File: src/rtl/gfxa_pkg.sv
package gfxa_pkg;
  typedef enum logic [2:0] {
    PCMD_NONE,
    PCMD_COL_LO,
    PCMD_COL_HI,
    PCMD_PAGE,
    PCMD_SWRST
  } ptr_cmd_e;

  localparam logic [7:0] SWRST_BYTE = 8'hE2;
  localparam logic [7:0] DUMMY_BYTE = 8'h00;
endpackage

File: src/rtl/gfxa_rst_sync.sv
module gfxa_rst_sync #(
  parameter int unsigned STAGES = 2
) (
  input  logic clk,
  input  logic rst_n,
  output logic rst_n_sync
);
  logic [STAGES-1:0] sync_q;

  always_ff @(posedge clk or negedge rst_n) begin
    if (!rst_n) sync_q <= '0;
    else        sync_q <= {sync_q[STAGES-2:0], 1'b1};
  end

  assign rst_n_sync = sync_q[STAGES-1];
endmodule

File: src/rtl/gfxa_cmd_decode.sv
module gfxa_cmd_decode
  import gfxa_pkg::*;
#(
  parameter int unsigned PAGES = 9
) (
  input  logic [7:0] cmd_byte,
  output ptr_cmd_e   cmd_kind,
  output logic [3:0] cmd_arg
);
  always_comb begin
    cmd_kind = PCMD_NONE;
    cmd_arg  = cmd_byte[3:0];
    if (cmd_byte == SWRST_BYTE) begin
      cmd_kind = PCMD_SWRST;
    end else begin
      unique case (cmd_byte[7:4])
        4'h0: cmd_kind = PCMD_COL_LO;
        4'h1: cmd_kind = cmd_byte[3] ? PCMD_NONE : PCMD_COL_HI;
        4'hB: cmd_kind = (32'(cmd_byte[3:0]) < PAGES) ? PCMD_PAGE : PCMD_NONE;
        default: cmd_kind = PCMD_NONE;
      endcase
    end
  end
endmodule

File: src/rtl/gfxa_addr_ptr.sv
module gfxa_addr_ptr
  import gfxa_pkg::*;
#(
  parameter int unsigned PAGES = 9,
  parameter int unsigned COLS  = 96,
  localparam int unsigned PAGE_W = $clog2(PAGES),
  localparam int unsigned COL_W  = $clog2(COLS),
  localparam int unsigned HI_W   = COL_W - 4
) (
  input  logic              clk,
  input  logic              rst_n,
  input  logic              cmd_en,
  input  ptr_cmd_e          cmd_kind,
  input  logic [3:0]        cmd_arg,
  input  logic              adv,
  output logic [PAGE_W-1:0] page_q,
  output logic [COL_W-1:0]  col_q,
  output logic              ptr_inval
);
  logic [PAGE_W-1:0] page_d;
  logic [COL_W-1:0]  col_d;
  logic              page_en, col_en;
  logic [COL_W-1:0]  col_step;

  always_comb begin
    col_step = (32'(col_q) >= COLS - 1) ? '0 : col_q + COL_W'(1);
  end

  always_comb begin
    page_d    = page_q;
    col_d     = col_q;
    page_en   = 1'b0;
    col_en    = 1'b0;
    ptr_inval = 1'b0;
    if (cmd_en) begin
      unique case (cmd_kind)
        PCMD_COL_LO: begin
          col_d     = {col_q[COL_W-1:4], cmd_arg};
          col_en    = 1'b1;
          ptr_inval = 1'b1;
        end
        PCMD_COL_HI: begin
          col_d     = {cmd_arg[HI_W-1:0], col_q[3:0]};
          col_en    = 1'b1;
          ptr_inval = 1'b1;
        end
        PCMD_PAGE: begin
          page_d    = cmd_arg[PAGE_W-1:0];
          page_en   = 1'b1;
          ptr_inval = 1'b1;
        end
        PCMD_SWRST: begin
          page_d    = '0;
          col_d     = '0;
          page_en   = 1'b1;
          col_en    = 1'b1;
          ptr_inval = 1'b1;
        end
        default: ;
      endcase
    end else if (adv) begin
      col_d  = col_step;
      col_en = 1'b1;
    end
  end

  always_ff @(posedge clk or negedge rst_n) begin
    if (!rst_n) begin
      page_q <= '0;
      col_q  <= '0;
    end else begin
      if (page_en) page_q <= page_d;
      if (col_en)  col_q  <= col_d;
    end
  end
endmodule

File: src/rtl/gfxa_read_pipe.sv
module gfxa_read_pipe
  import gfxa_pkg::*;
(
  input  logic       clk,
  input  logic       rst_n,
  input  logic       rd_data,
  input  logic       rd_stat,
  input  logic       inval,
  input  logic       col_in,
  input  logic [7:0] ram_rdata,
  input  logic [7:0] stat_byte,
  output logic [7:0] host_rdata,
  output logic       host_rvalid
);
  logic       fetch_q, fetch_d;
  logic       oor_q, oor_d;
  logic       pv_q, pv_d;
  logic [7:0] pf_q, pf_d;
  logic [7:0] rdata_q, rdata_d;
  logic       rvalid_q, rvalid_d;
  logic       pf_en, rdata_en;
  logic [7:0] fill, cur;

  always_comb begin
    fill     = oor_q ? DUMMY_BYTE : ram_rdata;
    cur      = fetch_q ? fill : (pv_q ? pf_q : DUMMY_BYTE);
    fetch_d  = rd_data;
    oor_d    = rd_data & ~col_in;
    pf_en    = fetch_q;
    pf_d     = fill;
    if (inval)        pv_d = 1'b0;
    else if (fetch_q) pv_d = 1'b1;
    else              pv_d = pv_q;
    rdata_en = rd_data | rd_stat;
    rdata_d  = rd_data ? cur : stat_byte;
    rvalid_d = rd_data | rd_stat;
  end

  always_ff @(posedge clk or negedge rst_n) begin
    if (!rst_n) begin
      fetch_q  <= 1'b0;
      oor_q    <= 1'b0;
      pv_q     <= 1'b0;
      pf_q     <= '0;
      rdata_q  <= '0;
      rvalid_q <= 1'b0;
    end else begin
      fetch_q  <= fetch_d;
      oor_q    <= oor_d;
      pv_q     <= pv_d;
      rvalid_q <= rvalid_d;
      if (pf_en)    pf_q    <= pf_d;
      if (rdata_en) rdata_q <= rdata_d;
    end
  end

  assign host_rdata  = rdata_q;
  assign host_rvalid = rvalid_q;
endmodule

File: src/rtl/gfx_ram_access.sv
module gfx_ram_access
  import gfxa_pkg::*;
#(
  parameter int unsigned PAGES = 9,
  parameter int unsigned COLS  = 96,
  localparam int unsigned ADDR_W = $clog2(PAGES * COLS)
) (
  input  logic              clk,
  input  logic              rst_n,
  input  logic              host_valid,
  input  logic              host_dc,
  input  logic              host_rd,
  input  logic [7:0]        host_wdata,
  input  logic              stat_busy,
  input  logic              stat_disp_on,
  input  logic              stat_resetting,
  input  logic [7:0]        ram_rdata,
  output logic [7:0]        host_rdata,
  output logic              host_rvalid,
  output logic              ram_en,
  output logic              ram_we,
  output logic [ADDR_W-1:0] ram_addr,
  output logic [7:0]        ram_wdata
);
  localparam int unsigned PAGE_W = $clog2(PAGES);
  localparam int unsigned COL_W  = $clog2(COLS);

  logic              rst_n_int;
  logic              is_cmd_wr, is_stat, is_dwr, is_drd, col_in;
  ptr_cmd_e          cmd_kind;
  logic [3:0]        cmd_arg;
  logic [PAGE_W-1:0] page_q;
  logic [COL_W-1:0]  col_q;
  logic              ptr_inval;
  logic [7:0]        stat_byte;

  gfxa_rst_sync #(.STAGES(2)) u_rst (
    .clk        (clk),
    .rst_n      (rst_n),
    .rst_n_sync (rst_n_int)
  );

  always_comb begin
    is_cmd_wr = host_valid & ~host_dc & ~host_rd;
    is_stat   = host_valid & ~host_dc &  host_rd;
    is_dwr    = host_valid &  host_dc & ~host_rd;
    is_drd    = host_valid &  host_dc &  host_rd;
    col_in    = 32'(col_q) < COLS;
    stat_byte = {stat_busy, stat_disp_on, stat_resetting, 5'b00000};
  end

  gfxa_cmd_decode #(.PAGES(PAGES)) u_dec (
    .cmd_byte (host_wdata),
    .cmd_kind (cmd_kind),
    .cmd_arg  (cmd_arg)
  );

  gfxa_addr_ptr #(.PAGES(PAGES), .COLS(COLS)) u_ptr (
    .clk       (clk),
    .rst_n     (rst_n_int),
    .cmd_en    (is_cmd_wr),
    .cmd_kind  (cmd_kind),
    .cmd_arg   (cmd_arg),
    .adv       (is_dwr | is_drd),
    .page_q    (page_q),
    .col_q     (col_q),
    .ptr_inval (ptr_inval)
  );

  gfxa_read_pipe u_pipe (
    .clk         (clk),
    .rst_n       (rst_n_int),
    .rd_data     (is_drd),
    .rd_stat     (is_stat),
    .inval       (ptr_inval | is_dwr),
    .col_in      (col_in),
    .ram_rdata   (ram_rdata),
    .stat_byte   (stat_byte),
    .host_rdata  (host_rdata),
    .host_rvalid (host_rvalid)
  );

  always_comb begin
    ram_en    = (is_dwr | is_drd) & col_in;
    ram_we    = is_dwr & col_in;
    ram_addr  = ADDR_W'(page_q) * ADDR_W'(COLS) + ADDR_W'(col_q);
    ram_wdata = host_wdata;
  end
endmodule

File: config.mk
export PLATFORM = sky130hd
export DESIGN_NAME = gfx_ram_access
export DESIGN_NICKNAME = d
export VERILOG_FILES = /design/src/rtl/gfxa_pkg.sv /design/src/rtl/gfxa_rst_sync.sv /design/src/rtl/gfxa_cmd_decode.sv /design/src/rtl/gfxa_addr_ptr.sv /design/src/rtl/gfxa_read_pipe.sv /design/src/rtl/gfx_ram_access.sv
export SDC_FILE = /design/constraint.sdc
export NUM_CORES = 1
export LEC_CHECK = 0
export ABC_CLOCK_PERIOD_IN_PS = 2100
export BUFFER_PORTS_ARGS = -buffer_cell sky130_fd_sc_hd__buf_2
export CAP_MARGIN = 20
export CELL_PAD_IN_SITES_DETAIL_PLACEMENT = 1
export CELL_PAD_IN_SITES_GLOBAL_PLACEMENT = 1
export CORE_ASPECT_RATIO = 1.5
export CORE_MARGIN = 8
export CORE_UTILIZATION = 30
export DETAILED_ROUTE_END_ITERATION = 8
export PLACE_DENSITY = 0.7
export SLEW_MARGIN = 25
export SYNTH_ARGS = -nofsm -noshare
export SYNTH_HDL_FRONTEND = slang
export SYNTH_SLANG_ARGS = --single-unit
File: constraint.sdc
create_clock -name clk -period 2.1 [get_ports clk]
set_input_delay 0.105 -clock clk [delete_from_list [all_inputs] [get_ports clk]]
set_output_delay 0.105 -clock clk [all_outputs]
set_load 0.005 [all_outputs]
==> metrics.md, run 1 <==
| Metric | Value |
|---|---|
| Max-cap violation count | 0 |
| Sink count of the clock tree | 33 |
| Cell-internal power | about 0.0014 W |
| Post-placement cell area | around 2200 um2 |
| IO Count | 53 |
| Core region area | 6090 um2 |
| Mapped Nets | about 210 |
| Unrepaired setup endpoints after global routing | true |
| Layout cell share with drive strength beyond 1 | between 30 and 40% |
| Logic gate share of total power | 26.9% |
| Number of diodes added for antenna fixing | 0 |
| Worst clock skew on the final layout | about 0.0076 ns |
| Final number of max-transition violations | 0 |
| Max Freq | between 400 and 500 MHz |
| Total of warnings raised by yosys | 0 |
| Number of buffers created by CTS | 5 |
| Number of antenna-violating nets in the routed design | 0 |
| Vias | 1565 |
| Layout area overhead | 24.2% |
| Count of unresolved DRC violations after routing | 0 |
| Area fraction in and, or, nand and nor cells after synthesis | between 15 and 20% |
| Final Critical Period | between 2 and 2.5 ns |
| Post-synthesis share of cell area spent on full adders, half adders and majority gates | 6.14% |
| Worst hold path type | in -> reg |
| CP Class | reg -> out |
| Dominant combinational cell family by area after synthesis | compound AO/OA/AOI/OAI gates |
| Cell area after technology mapping | ~1900 um2 |
| Peak per-stage delay on the critical path | 0.56 ns |
| VDD IR max | about 0.36 mV |
| Initial core utilization | between 30% and 40% |
| Most common library cells after synthesis | 33 x sky130_fd_sc_hd__dfrtp_1, 14 x sky130_fd_sc_hd__nand2_1, 13 x sky130_fd_sc_hd__buf_4 |
| Fraction of registers with async set/reset | 100% |
| Number of setup violations in the final report | 0 |
| Via count of the first global-routing pass | around 1700 |
| Cell Count Post-Placement | 291 |
| Period utilization | between 90% and 100% |
| Area enclosed by the die boundary | around 9100 um2 |
| TritonCTS clock tree | done |
| Data required time of the critical path | approximately 2 ns |
| Most used flip-flop cell after synthesis | sky130_fd_sc_hd__dfrtp_1 |
| Synthesized area divided by synthesized cell count | 10.6 um2 |
| Xor-xnor portion of the synthesized cell area | between 2 and 2.5% |
| Critical Path, Cell by Cell | ha_2, fa_2, nand3_2, xnor2_2, xnor2_1, buf_2 |
| Clk_lat worst skew | about 0.28 ns |
| Top-count cell post-synth | sky130_fd_sc_hd__dfrtp_1 |
| Clock network fraction of total power | a little under a third |
| Clock Root Buffer | sky130_fd_sc_hd__clkbuf_8 |
| Power share of the sequential group | between 40 and 50% |
| Post-synthesis cell count | between 150 and 200 |
| Share of the yosys chip area belonging to registers | 44.1% |
| Psw | 0.000607 W |
| Synth area leader | sky130_fd_sc_hd__dfrtp_1 |
| Overflow after GRT | 0 |
| CTS HTree Levels | 2 |
| Number of iterations in the first detailed-routing pass | 4 |
| Top post-synthesis cells by area | sky130_fd_sc_hd__dfrtp_1 44%, sky130_fd_sc_hd__buf_4 5.2%, sky130_fd_sc_hd__ha_1 4.0% |
| Number of antenna violations at the first check in global routing | 0 |
| Final instance area | 2330 um2 |
| Total count of hold-check failures in the final report | 0 |
| Port Buffers | between 50 and 60 |
| Net total in the final layout | around 260 |
| Filler cells | between 700 and 800 |
| Vias per cell | 5.18 |
| Final cell count without fillers | 302 |
| CP Max Fanout | 3 |
| Cell variety after synth | 43 |
| Routability congestion estimate | between 0.8 and 0.9 |
| Rows | 35 |
| Worst Setup Start Kind | flip-flop |
| Run status | finished clean |
| First-pass GRT wire length | 8510 um |
| Crit-path leading delay family | adder cells |
| PD cells | about 850 nW/um2 |
| GRT Total Usage | approximately an eighth |
| Horizontal die dimension | slightly above 80 um |
| Sw Share | between 30 and 40% |
| Count of flip-flops with a built-in enable after synthesis | 0 |
| Worst-case hold slack | 0.0642 ns |
| Buffers plus inverters on the worst setup path | 1 |
| Vert. Die Dim | roughly 110 um |
| Detail-routed net length per standard cell | about 17 um |
| Leakage power | 1.16 nW |
| Clock transition time at the flip-flop clock pins of the worst setup and hold paths | around 0.080 ns |
| Compound-Gate Fraction of Synth Area | a little over a fifth |
| Type of element capturing the critical path | output pin |
| Clock buffer depth | 2 |
| Post-synthesis register bit count | 33 |
| Multiplexer area fraction after synthesis | 3.00% |
| Synth top area share | between 40 and 50% |
| Data arrival time at the worst-slack endpoint | 1.97 ns |
| Number of DRC markers in iteration 0 | 49 |
| Routed Wire Length | between 5000 and 6000 um |
| DPL Wire Length | approximately 4000 um |
| Slowest stage cell, crit path | sky130_fd_sc_hd__fa_2 |
| Largest net degree at the start of global routing | 32 |
## worst paths after layout
check / start / end / slack (ns) / depth (start not counted)
setup / recovery: u_ptr.page_q[0] / ram_addr[9] / 0.03 / 6
hold / removal: ram_rdata[5] / u_pipe.pf_q[5] / 0.06 / 2
setup reg to reg: u_ptr.col_q[0] / u_ptr.col_q[3] / 0.10 / 6
hold reg to reg: u_rst.sync_q[1] / u_ptr.col_q[4] / 0.26 / 1
max in group asynchronous: u_rst.sync_q[1] / u_pipe.host_rdata[5] / 1.53 / 1
min in group asynchronous: rst_n / u_rst.sync_q[0] / 0.13 / 2
## registers in the layout, indices dropped and copies added, names as in the netlist
register,flops
u_pipe.fetch_q,1
u_pipe.host_rdata,8
u_pipe.pv_q,1
u_ptr.page_q,4
u_pipe.pf_q,8
u_pipe.host_rvalid,1
u_pipe.oor_q,1
u_ptr.col_q,7
u_rst.sync_q,2
## cells in the final DEF (no fill, tap or decap), types with 3 or more instances in the layout
cell type                  netlist  final
sky130_fd_sc_hd__a21o_1          3      3
sky130_fd_sc_hd__a21oi_1         4      4
sky130_fd_sc_hd__a22o_1          8      8
sky130_fd_sc_hd__a22oi_1         6      6
sky130_fd_sc_hd__a32o_1          7      7
sky130_fd_sc_hd__and3_1          3      3
sky130_fd_sc_hd__buf_2           1     52
sky130_fd_sc_hd__buf_4          13      9
sky130_fd_sc_hd__clkbuf_8        0      5
sky130_fd_sc_hd__dfrtp_1        33     33
sky130_fd_sc_hd__ha_1            6      5
sky130_fd_sc_hd__inv_1           8      8
sky130_fd_sc_hd__mux2_2          5      5
sky130_fd_sc_hd__nand2_1        14     14
sky130_fd_sc_hd__nand2b_1        4      4
sky130_fd_sc_hd__nand3_1         4      3
sky130_fd_sc_hd__nor2_1          4      4
sky130_fd_sc_hd__nor2b_1         6      6
sky130_fd_sc_hd__o21ai_0        12     12
## power groups by stage
stage	sequential, W	combinational [W]	clock [W]
2_1_floorplan	0.000843	0.000350	0
3_3_place_gp	0.000846	0.000512	0
3_5_place_dp	0.000851	0.000518	0
4_1_cts	0.000838	0.000535	0.000621
5_1_grt	0.000858	0.000603	0.000653
6_report	0.000838	0.000530	0.000603
## stage by stage
stage / utilization (%) / worst slack [ns] / power [W] / TNS (ns)
after global placement: 35.5 / 0.166 / 0.00136 / 0
final: 38.2 / 0.0251 / 0.00197 / 0
after floorplan: - / 0.295 / 0.00119 / 0
after CTS: 38.1 / -0.0287 / 0.00199 / -0.0287
after detailed placement: 35.5 / 0.117 / 0.00137 / 0
after global routing: 38.2 / -0.101 / 0.00211 / -0.101
## repair_timing
action / 4_1_cts / 5_1_grt
hold buffers: 1 / 0
pin swaps: 1 / 1
setup endpoints to repair: 1 / 1
endpoints found under the hold margin: 2 / 0
gates cloned: 0 / 0
setup buffers: 1 / 1
resized for setup: 5 / 0
## cell families (layout without fill, tap and decap cells)
logic type	Yosys count	in the layout
AOI/OAI and AO/OA	52	52
and+or+nand+nor	46	46
DFF	33	33
buffers and inverters	26	78
adders and majority gates	8	8
xor gates and xnor gates	5	5
muxes	5	5
other	1	1
## final cells by class
type / instances / area (um2) / share of cell area, %
Clock inverter: 3 / 46.3 / 1.99
Timing Repair Buffer: 62 / 338 / 14.5
Multi-Input combinational cell: 117 / 926 / 39.8
Tap cell: 74 / 92.6 / 3.98
Sequential cell: 33 / 826 / 35.5
Inverter: 8 / 30.0 / 1.29
Clock buffer: 5 / 68.8 / 2.96
## routing by layer
metal / track usage [%] / wire, um / share of wire, %
met5: 0 / 0 / 0
met4: 3.41 / 76 / 1.5
met3: 3.57 / 303 / 5.9
met2: 21.6 / 2740 / 54
met1: 12.4 / 1990 / 39
(Power assumes the default switching activity.)
==> inputs of run 2 (changes only) <==
--- a/config.mk
+++ b/config.mk
@@ -8,7 +8,7 @@
 export ABC_CLOCK_PERIOD_IN_PS = 2100
 export BUFFER_PORTS_ARGS = -buffer_cell sky130_fd_sc_hd__buf_2
 export CAP_MARGIN = 20
-export CELL_PAD_IN_SITES_DETAIL_PLACEMENT = 1
+export CELL_PAD_IN_SITES_DETAIL_PLACEMENT = 0
 export CELL_PAD_IN_SITES_GLOBAL_PLACEMENT = 1
 export CORE_ASPECT_RATIO = 1.5
 export CORE_MARGIN = 8
==> metrics.md, run 2 (synthesized netlist as in run 1, its figures left out) <==
| Metric | Value |
|---|---|
| Unrepaired setup endpoints after global routing | true |
| First-pass GRT wire length | 8050 um (-5.3%) |
| Layout cell share with drive strength beyond 1 | 37.7% (unchanged) |
| Number of setup violations in the final report | 0 (unchanged) |
| Net total in the final layout | 259 (unchanged) |
| Number of iterations in the first detailed-routing pass | 4 (unchanged) |
| Power share of the sequential group | 42.4% (about the same) |
| Clock Root Buffer | sky130_fd_sc_hd__clkbuf_8 |
| CP Max Fanout | 3 (unchanged) |
| Horizontal die dimension | 80.5 um (unchanged) |
| Overflow after GRT | 0 (unchanged) |
| Number of antenna violations at the first check in global routing | 0 (unchanged) |
| GRT Total Usage | 11.2% (-0.67 points) |
| Most common library cell in the layout ignoring fill and taps | sky130_fd_sc_hd__buf_2 |
| Psw | 0.000608 W (+0.16%) |
| Core region area | 6090 um2 (unchanged) |
| Total Power | 0.00197 W (about the same) |
| DPL Wire Length | 3740 um (-5.6%) |
| Data required time of the critical path | 2.00 ns (about the same) |
| Peak per-stage delay on the critical path | 0.57 ns (about the same) |
| Max-cap violation count | 0 (unchanged) |
| Buffers plus inverters on the worst setup path | 1 (unchanged) |
| Clk_lat worst skew | 0.29 ns (about the same) |
| Slowest stage cell, crit path | sky130_fd_sc_hd__fa_2 |
| Clock transition time at the flip-flop clock pins of the worst setup and hold paths | 0.07 ns (about the same) |
| Total count of hold-check failures in the final report | 0 (unchanged) |
| Final design utilization | 38.2% (unchanged) |
| Routability congestion estimate | 0.877 (unchanged) |
| Routed Wire Length | 4850 um (-5.0%) |
| VDD IR max | 0.362 mV (+0.29%) |
| Clock buffer depth | 2 (unchanged) |
| Worst-case hold slack | 0.0603 ns (-0.00397 ns) |
| CTS HTree Levels | 2 (unchanged) |
| Data arrival time at the worst-slack endpoint | 1.98 ns (about the same) |
| Worst Setup Start Kind | flip-flop |
| Logic gate share of total power | 26.7% (-0.2 points) |
| TritonCTS clock tree | done |
| Max Freq | 480 MHz (-0.41%) |
| Post-placement cell area | 2160 um2 (unchanged) |
| PD cells | 847 nW/um2 (about the same) |
| Count of unresolved DRC violations after routing | 0 (unchanged) |
| Period utilization | 99.2% (+0.41 points) |
| Run status | finished clean |
| Number of diodes added for antenna fixing | 0 (unchanged) |
| Detail-routed net length per standard cell | 16.1 um (-5.0%) |
| Final Critical Period | 2.08 ns (+0.00864 ns) |
| Number of buffers created by CTS | 5 (unchanged) |
| Area taken by multi-input logic gates | 926 um2 (unchanged) |
| Top library cells by usage in the layout, fill and taps aside | 52 x sky130_fd_sc_hd__buf_2, 33 x sky130_fd_sc_hd__dfrtp_1, 14 x sky130_fd_sc_hd__nand2_1 |
| Sink count of the clock tree | 33 (unchanged) |
| Leakage power | 1.16 nW (about the same) |
| Sequential cell area | 826 um2 (unchanged) |
| Vert. Die Dim | 113 um (unchanged) |
| Area enclosed by the die boundary | 9080 um2 (unchanged) |
| Vias | 1532 (-2.1%) |
| Rows | 35 (unchanged) |
| Cell-internal power | 0.00136 W (about the same) |
| IO Count | 53 (unchanged) |
| Layout area overhead | 24.2% (unchanged) |
| Initial core utilization | 30.8% (unchanged) |
| Port Buffers | 52 (unchanged) |
| Number of DRC markers in iteration 0 | 36 (-27%) |
| Type of element capturing the critical path | output pin |
| Via count of the first global-routing pass | 1623 (-5.5%) |
| Largest net degree at the start of global routing | 32 (unchanged) |
| Filler cells | 625 (-12%) |
| Critical Path, Cell by Cell | ha_2, fa_2, nand3_2, xnor2_2, xnor2_1, buf_2 |
| Final number of max-transition violations | 0 (unchanged) |
| Fin Setup TNS | 0 ns (unchanged) |
| CP Class | reg -> out |
| Final instance area | 2330 um2 (unchanged) |
| Worst clock skew on the final layout | 0.00724 ns (-0.000341 ns) |
| Crit-path leading delay family | adder cells |
| Sw Share | 30.8% (+0.039 points) |
| Number of antenna-violating nets in the routed design | 0 (unchanged) |
| Clock network fraction of total power | 30.8% (+0.2 points) |
| Vias per cell | 5.07 (-2.1%) |
| Worst hold path type | in -> reg |
-- run 2: cell counts in the layout (fill, tap and decap cells not counted) --
Identical to the previous run, type by type.
-- run 2: worst paths after layout --
check / startpoint / endpoint / slack [ns] / cells past startpoint
hold reg to reg: u_rst.sync_q[1] / u_pipe.host_rdata[1] / 0.26 / 1
setup reg to reg: u_ptr.col_q[0] / u_ptr.col_q[3] / 0.11 / 6
max in group asynchronous: u_rst.sync_q[1] / u_pipe.pf_q[5] / 1.53 / 1
hold / removal: ram_rdata[5] / u_pipe.pf_q[5] / 0.06 / 2
min in group asynchronous: rst_n / u_rst.sync_q[0] / 0.13 / 2
setup / recovery: u_ptr.page_q[0] / ram_addr[9] / 0.02 / 6
-- run 2: per-stage QoR --
step                      worst slack, ns  instances
after detailed placement            0.142        291
after CTS                         -0.0157        302
after global placement              0.166        291
after floorplan                     0.295        176
final                              0.0164        302
after global routing               -0.121        302
-- run 2: timing repair --
action	CTS	global route
hold endpoints to repair	2	0
gates resized for setup	5	0
hold buffers	1	0
gates cloned	0	0
endpoints found under the setup margin	1	1
setup buffers	2	0
pin swaps	3	2
-- run 2: power by group through the flow --
stage | sequential [W] | combinational, W | clock, W
2_1_floorplan | 0.000843 | 0.000350 | 0
3_3_place_gp | 0.000846 | 0.000512 | 0
3_5_place_dp | 0.000849 | 0.000513 | 0
4_1_cts | 0.000837 | 0.000537 | 0.000626
5_1_grt | 0.000857 | 0.000598 | 0.000659
6_report | 0.000836 | 0.000527 | 0.000608
-- run 2: cell type report --
class | instances | area share [%]
multi-input cells | 117 | 39.8
flip-flops and latches | 33 | 35.5
repair buffers | 62 | 14.5
well taps | 74 | 3.98
clock buffers | 5 | 2.96
clock inverters | 3 | 1.99
inverters | 8 | 1.29
-- run 2: metal layers --
metal | vias to the layer above | share of wire (%) | global-route usage (%)
li1 | 735 | - | -
met1 | 751 | 39 | 12.1
met2 | 42 | 55 | 19.7
met3 | 4 | 6.1 | 3.81
met4 | 0 | 0.70 | 3.17
met5 | - | 0 | 0
